## config.mk

```make
export PLATFORM = sky130hd
export DESIGN_NAME = addr_latch_mapper
export DESIGN_NICKNAME = d
export VERILOG_FILES = /design/src/rtl/amap_pkg.sv /design/src/rtl/amap_cfg_regs.sv /design/src/rtl/amap_menu_sw.sv /design/src/rtl/amap_prg_map.sv /design/src/rtl/amap_rd_addr.sv /design/src/rtl/addr_latch_mapper.sv
export SDC_FILE = /design/constraint.sdc
export NUM_CORES = 1
export LEC_CHECK = 0
export BUFFER_PORTS_ARGS = -buffer_cell sky130_fd_sc_hd__buf_2
export CAP_MARGIN = 20
export CORE_MARGIN = 2
export CORE_UTILIZATION = 39
export CTS_BUF_LIST = sky130_fd_sc_hd__clkbuf_4
export CTS_CLUSTER_DIAMETER = 30
export CTS_CLUSTER_SIZE = 40
export DETAILED_ROUTE_END_ITERATION = 12
export PLACE_DENSITY = 0.83
export SLEW_MARGIN = 25
export SYNTH_ARGS = -nofsm -noshare
export SYNTH_HDL_FRONTEND = slang
export SYNTH_SLANG_ARGS = --single-unit
```

## constraint.sdc

```tcl
create_clock -name clk -period 1.1 [get_ports clk]
set_clock_uncertainty 0.1 [all_clocks]
set_input_delay 0.11 -clock clk [delete_from_list [all_inputs] [get_ports clk]]
set_output_delay 0.11 -clock clk [all_outputs]
set_load 0.05 [all_outputs]
```

## src/rtl/amap_pkg.sv

```systemverilog
package amap_pkg;

  localparam int OUTER_W = 2;
  localparam int PRG_W   = 3;
  localparam int BANK_W  = OUTER_W + PRG_W;
  localparam int CHR_W   = 3;
  localparam int SW_W    = 4;

  typedef enum logic [1:0] {
    MODE_SPLIT  = 2'd0,
    MODE_MENU   = 2'd1,
    MODE_WIDE   = 2'd2,
    MODE_MIRROR = 2'd3
  } amap_mode_e;

  // lower 16 KB window bank
  function automatic logic [BANK_W-1:0] f_win_lo(amap_mode_e m,
                                                 logic [OUTER_W-1:0] o,
                                                 logic [PRG_W-1:0] p);
    logic [BANK_W-1:0] b;
    b = {o, p};
    if (m == MODE_WIDE) f_win_lo = {b[BANK_W-1:1], 1'b0};
    else                f_win_lo = b;
  endfunction

  // upper 16 KB window bank
  function automatic logic [BANK_W-1:0] f_win_hi(amap_mode_e m,
                                                 logic [OUTER_W-1:0] o,
                                                 logic [PRG_W-1:0] p);
    logic [BANK_W-1:0] b;
    b = {o, p};
    case (m)
      MODE_SPLIT, MODE_MENU: f_win_hi = {o, {PRG_W{1'b1}}};
      MODE_WIDE:             f_win_hi = {b[BANK_W-1:1], 1'b1};
      default:               f_win_hi = b;
    endcase
  endfunction

  // program ROM read address with optional menu nibble overlay
  function automatic logic [15:0] f_rd_addr(amap_mode_e m, logic [15:0] a,
                                            logic [SW_W-1:0] sw);
    if (m == MODE_MENU) f_rd_addr = {a[15:SW_W], sw};
    else                f_rd_addr = a;
  endfunction

endpackage

```

## src/rtl/amap_cfg_regs.sv

```systemverilog
module amap_cfg_regs
  import amap_pkg::*;
#(
  parameter bit LARGE_BANKS = 1'b0
) (
  input  logic               clk,
  input  logic               rst_n,
  input  logic               soft_rst,
  input  logic               wr_cfg,
  input  logic               wr_aux,
  input  logic [1:0]         fld_mode,
  input  logic               fld_mir,
  input  logic [PRG_W-1:0]   fld_lo,
  output amap_mode_e         mode_q,
  output logic [PRG_W-1:0]   prg_q,
  output logic [OUTER_W-1:0] outer_q,
  output logic [CHR_W-1:0]   chr_q,
  output logic               mirror_q
);

  // mode and program bank: soft reset clears mode only
  always_ff @(posedge clk or negedge rst_n) begin
    if (!rst_n) begin
      mode_q <= MODE_SPLIT;
      prg_q  <= '0;
    end else if (soft_rst) begin
      mode_q <= MODE_SPLIT;
    end else if (wr_cfg) begin
      mode_q <= amap_mode_e'(fld_mode);
      prg_q  <= fld_lo;
    end
  end

  always_ff @(posedge clk or negedge rst_n) begin
    if (!rst_n)                  mirror_q <= 1'b0;
    else if (wr_aux && !soft_rst) mirror_q <= ~fld_mir;
  end

  generate
    if (LARGE_BANKS) begin : g_large
      always_ff @(posedge clk or negedge rst_n) begin
        if (!rst_n)       outer_q <= '0;
        else if (soft_rst) outer_q <= '0;
        else if (wr_aux)  outer_q <= fld_lo[OUTER_W-1:0];
      end
      assign chr_q = '0;
    end else begin : g_small
      always_ff @(posedge clk or negedge rst_n) begin
        if (!rst_n)                  chr_q <= '0;
        else if (wr_aux && !soft_rst) chr_q <= fld_lo[CHR_W-1:0];
      end
      assign outer_q = '0;
    end
  endgenerate

endmodule

```

## src/rtl/amap_menu_sw.sv

```systemverilog
module amap_menu_sw
  import amap_pkg::*;
#(
  parameter logic [SW_W-1:0] INIT = 4'hD
) (
  input  logic            clk,
  input  logic            rst_n,
  input  logic            soft_rst,
  output logic [SW_W-1:0] sw_q
);

  always_ff @(posedge clk or negedge rst_n) begin
    if (!rst_n)        sw_q <= INIT;
    else if (soft_rst) sw_q <= sw_q + 1'b1;
  end

endmodule

```

## src/rtl/amap_prg_map.sv

```systemverilog
module amap_prg_map
  import amap_pkg::*;
(
  input  amap_mode_e         mode,
  input  logic [OUTER_W-1:0] outer,
  input  logic [PRG_W-1:0]   prg,
  output logic [BANK_W-1:0]  win_lo,
  output logic [BANK_W-1:0]  win_hi
);

  always_comb begin
    win_lo = f_win_lo(mode, outer, prg);
    win_hi = f_win_hi(mode, outer, prg);
  end

endmodule

```

## src/rtl/amap_rd_addr.sv

```systemverilog
module amap_rd_addr
  import amap_pkg::*;
(
  input  amap_mode_e      mode,
  input  logic [15:0]     addr,
  input  logic [SW_W-1:0] sw,
  output logic [15:0]     rd_addr
);

  always_comb rd_addr = f_rd_addr(mode, addr, sw);

endmodule

```

## src/rtl/addr_latch_mapper.sv

```systemverilog
module addr_latch_mapper
  import amap_pkg::*;
#(
  parameter bit LARGE_BANKS = 1'b0
) (
  input  logic              clk,
  input  logic              rst_n,
  input  logic              soft_rst,
  input  logic              wr_en,
  input  logic [15:0]       cpu_addr,
  output logic [15:0]       rom_addr,
  output logic [BANK_W-1:0] prg_win_lo,
  output logic [BANK_W-1:0] prg_win_hi,
  output logic [CHR_W-1:0]  chr_bank,
  output logic              mirror_sel
);

  localparam int ROM_BIT = 15;
  localparam int SEL_BIT = 14;
  localparam logic [SW_W-1:0] SW_INIT = LARGE_BANKS ? 4'h6 : 4'hD;

  // named internal events
  logic wr_hit, wr_cfg, wr_aux;
  assign wr_hit = wr_en && cpu_addr[ROM_BIT];
  assign wr_cfg = wr_hit && cpu_addr[SEL_BIT];
  assign wr_aux = wr_hit && !cpu_addr[SEL_BIT];

  amap_mode_e         mode_q;
  logic [PRG_W-1:0]   prg_q;
  logic [OUTER_W-1:0] outer_q;
  logic [SW_W-1:0]    sw_q;

  amap_cfg_regs #(.LARGE_BANKS(LARGE_BANKS)) u_regs (
    .clk      (clk),
    .rst_n    (rst_n),
    .soft_rst (soft_rst),
    .wr_cfg   (wr_cfg),
    .wr_aux   (wr_aux),
    .fld_mode (cpu_addr[5:4]),
    .fld_mir  (cpu_addr[5]),
    .fld_lo   (cpu_addr[PRG_W-1:0]),
    .mode_q   (mode_q),
    .prg_q    (prg_q),
    .outer_q  (outer_q),
    .chr_q    (chr_bank),
    .mirror_q (mirror_sel)
  );

  amap_menu_sw #(.INIT(SW_INIT)) u_sw (
    .clk      (clk),
    .rst_n    (rst_n),
    .soft_rst (soft_rst),
    .sw_q     (sw_q)
  );

  amap_prg_map u_map (
    .mode   (mode_q),
    .outer  (outer_q),
    .prg    (prg_q),
    .win_lo (prg_win_lo),
    .win_hi (prg_win_hi)
  );

  amap_rd_addr u_rd (
    .mode    (mode_q),
    .addr    (cpu_addr),
    .sw      (sw_q),
    .rd_addr (rom_addr)
  );

endmodule

```

==> metrics.csv <==
metric,value,unit
Clock Root Buffer,clkbuf_4,
Mapped Avg Cell Area,12.0,µm²
Critical path origin,u_regs.mode_q[0],
maximum resistive drop on vdd,0.973,mV
Inst Count DP,119,
Antenna Violating Nets Remaining,0,
# DRC,0,
total track usage,0.160,
startpoint types,flip-flop,
Setup WS post-layout,-0.457,ns
drt via density,4.54,
worst endpoint required time,0.89,ns
Max H-tree Level,1,
critical path endpoint,rom_addr[1],
crit-path max FO,3,
vias in the first global route,649,
Yosys warnings,0,
leading area contributor after synthesis,dfrtp_1,
Leakage,0.000588,µW
row cnt,16,
core area,0.00196,mm²
share of cells above drive strength 1,0.660,
clock sink total,13,
Synth Flop Type,dfrtp_1,
Longest Clk Path Bufs,2,
Unique masters post-synth,23,
GPL Wtd Cong,0.756,
Setup crit end kind,output pin,
Post-Syn Area,817,µm²
Worst R2R Setup Slack,-0.20,ns
RSZ-0062 raised after global routing,true,
dpl hpwl,1380,µm
failing checks,setup timing,
crit path time final,1.56,ns
router iterations before antenna repair,3,
"FFs w/ async S/R, synth",1.00,
post-synth top area share,0.306,
setup TNS,-3.24,ns
"Reg clk slew, reported paths",0.09,ns
Setup-failing EPs final,11,
sequential share of the synthesized area,0.403,
RR Startpoint,u_sw.sw_q[0],
Initial Util,0.416,
max cap viols,0,
initial antenna violation count,0,
# IOs,50,
DR vias,590,
CP Cell Sequence,nor2b_4 -> mux2_4 -> buf_6,
Fin. Hold Viols,0,
outcome,finished with violations,
Pwr Density,1850,mW/mm²
first-pass GRT wire length,2930,µm
number of buffers added on ports,29,
Worst-Skew Late Latency,0.28,ns
Area contributors post-synth,"dfrtp_1, buf_4, dfstp_2",
"Cell Count, Final, Fillers Out",130,
CTS tree,built,
Die Span X,49.8,µm
die height,49.8,µm
CP max-delay cell,dfrtp_1,
Inserted Clock Buffers,3,
"EDFF count, synth",0,
Tcrit/Tclk final,1.42,
Worst EP arrival,1.35,ns
max frequency,642,MHz
"Slew Viols, Final",0,
critical path class,reg -> out,
worst hold path class,in -> reg,
# nets final,125,
cell area after layout,0.00120,mm²
largest net degree at the start of global routing,14,
CP peak stage delay,0.41,ns
DR WL/cell,14.8,µm
layout overhead on the synthesized area,47.3,%
First DRT Iteration DRCs,2,
Placed Area,995,µm²
R2R cell count,3,
ANT cells,0,
die area,0.00248,mm²
Cells after Synth,68,
total gr overflow,0,
"FF+latch count, synth",13,
reg-to-reg critical path endpoint,u_sw.sw_q[1],
WL final,1930,µm
-- how the worst min path moves through the flow --
stage / startpoint / end / slack [ns] / cells after the start
finish: cpu_addr[0] / u_regs.chr_q[0] / 0.02 / 2
detailed placement: rst_n / u_regs.prg_q[0] / -0.09 / 1
global placement: rst_n / u_regs.prg_q[0] / -0.09 / 1
global route: cpu_addr[0] / u_regs.chr_q[0] / 0.02 / 2
CTS: cpu_addr[0] / u_regs.chr_q[0] / 0.01 / 2
floorplan: rst_n / u_regs.chr_q[0] / -0.29 / 0
-- worst max-delay path, delay by kind of cell, from the launching register on --
| family | cells | cell delay [ns] |
|---|---|---|
| and+or+nand+nor | 1 | 0.20 |
| buffers and inverters | 1 | 0.15 |
| muxes | 1 | 0.31 |
| DFF | 1 | 0.41 |
-- cells in the mapped netlist, types with 2 or more instances --
cell / n
buf_4: 18
dfrtp_1: 10
dfstp_2: 3
inv_1: 2
mux2_1: 7
mux2_4: 3
mux2i_1: 3
nand2b_1: 5
nand2b_2: 2
xnor2_1: 2
-- logic make-up after synthesis --
family,synth area share
buf+inv,0.188
mux,0.202
simple gates,0.146
flops,0.403
xor+xnor,0.0322
fa+ha+maj,0.0153
other cells,0.00459
compound gates,0.00919
-- final cells by class --
cell class / count / area, µm²
flip-flops and latches: 13 / 330
clock buffers: 3 / 22.5
inverters: 2 / 7.51
well taps: 27 / 33.8
clock inverters: 1 / 5.00
multi-input cells: 37 / 418
fillers: 153 / 758
repair buffers: 47 / 387
-- registers in the layout, summed over array words and instances (netlist names) --
register         flops
u_regs.mode_q        2
u_regs.chr_q         3
u_sw.sw_q            4
u_regs.prg_q         3
u_regs.mirror_q      1
-- cell usage in the layout, fill, tap and decap left out --
cell	synthesis	layout
nand4b_4	1	1
dfrtp_2	0	1
inv_1	2	2
clkinv_2	0	1
buf_4	18	11
nand4_1	1	1
xnor2_2	0	2
clkbuf_4	0	3
nand3b_1	1	1
nor2b_4	0	1
dfrtp_1	10	9
and4bb_4	1	1
mux2i_1	3	3
a21boi_2	0	1
nand2_4	0	1
dfstp_2	3	3
buf_6	1	15
ha_4	0	1
and3_1	1	1
nand2b_4	0	1
nand2b_1	5	4
xor2_1	1	1
buf_2	0	15
conb_1	1	4
nand2b_2	2	2
mux2_1	7	3
mux2_4	3	8
dlygate4sd3_1	0	6
-- power by group --
group | leakage (µW) | total [µW] | internal, µW | switching, µW
Clock | 0.0000177 | 299 | 135 | 164
Sequential | 0.000152 | 781 | 659 | 123
Combinational | 0.000418 | 1150 | 577 | 574
-- stage by stage --
step           hold WS [ns]  total power (µW)  worst slack [ns]   util
6_report             0.0168              2230            -0.457  0.614
3_5_place_dp        -0.0909              1690            -0.207  0.507
5_1_grt              0.0170              2350            -0.513  0.614
2_1_floorplan        -0.286              1500            -0.111      -
3_3_place_gp        -0.0905              1640            -0.192  0.507
4_1_cts              0.0119              2060            -0.464  0.584
-- what timing repair did --
item                                    4_1_cts  5_1_grt
endpoints found under the setup margin       15       17
gates cloned                                  0        0
hold endpoints to repair                     19        0
setup buffers                                 0        1
gates resized for setup                      21       13
pin swaps                                     0        2
hold buffers                                  6        0
-- routing by layer --
metal  global-route usage  vias to the layer above  wire length (µm)
met5                    0                        -                 0
met4               0.0694                        0                31
met3               0.0424                        5               151
met2                0.302                       29              1050
met1                0.161                      284               695
li1                     -                      272                 -
No activity file was read; power rests on OpenSTA's default activity.
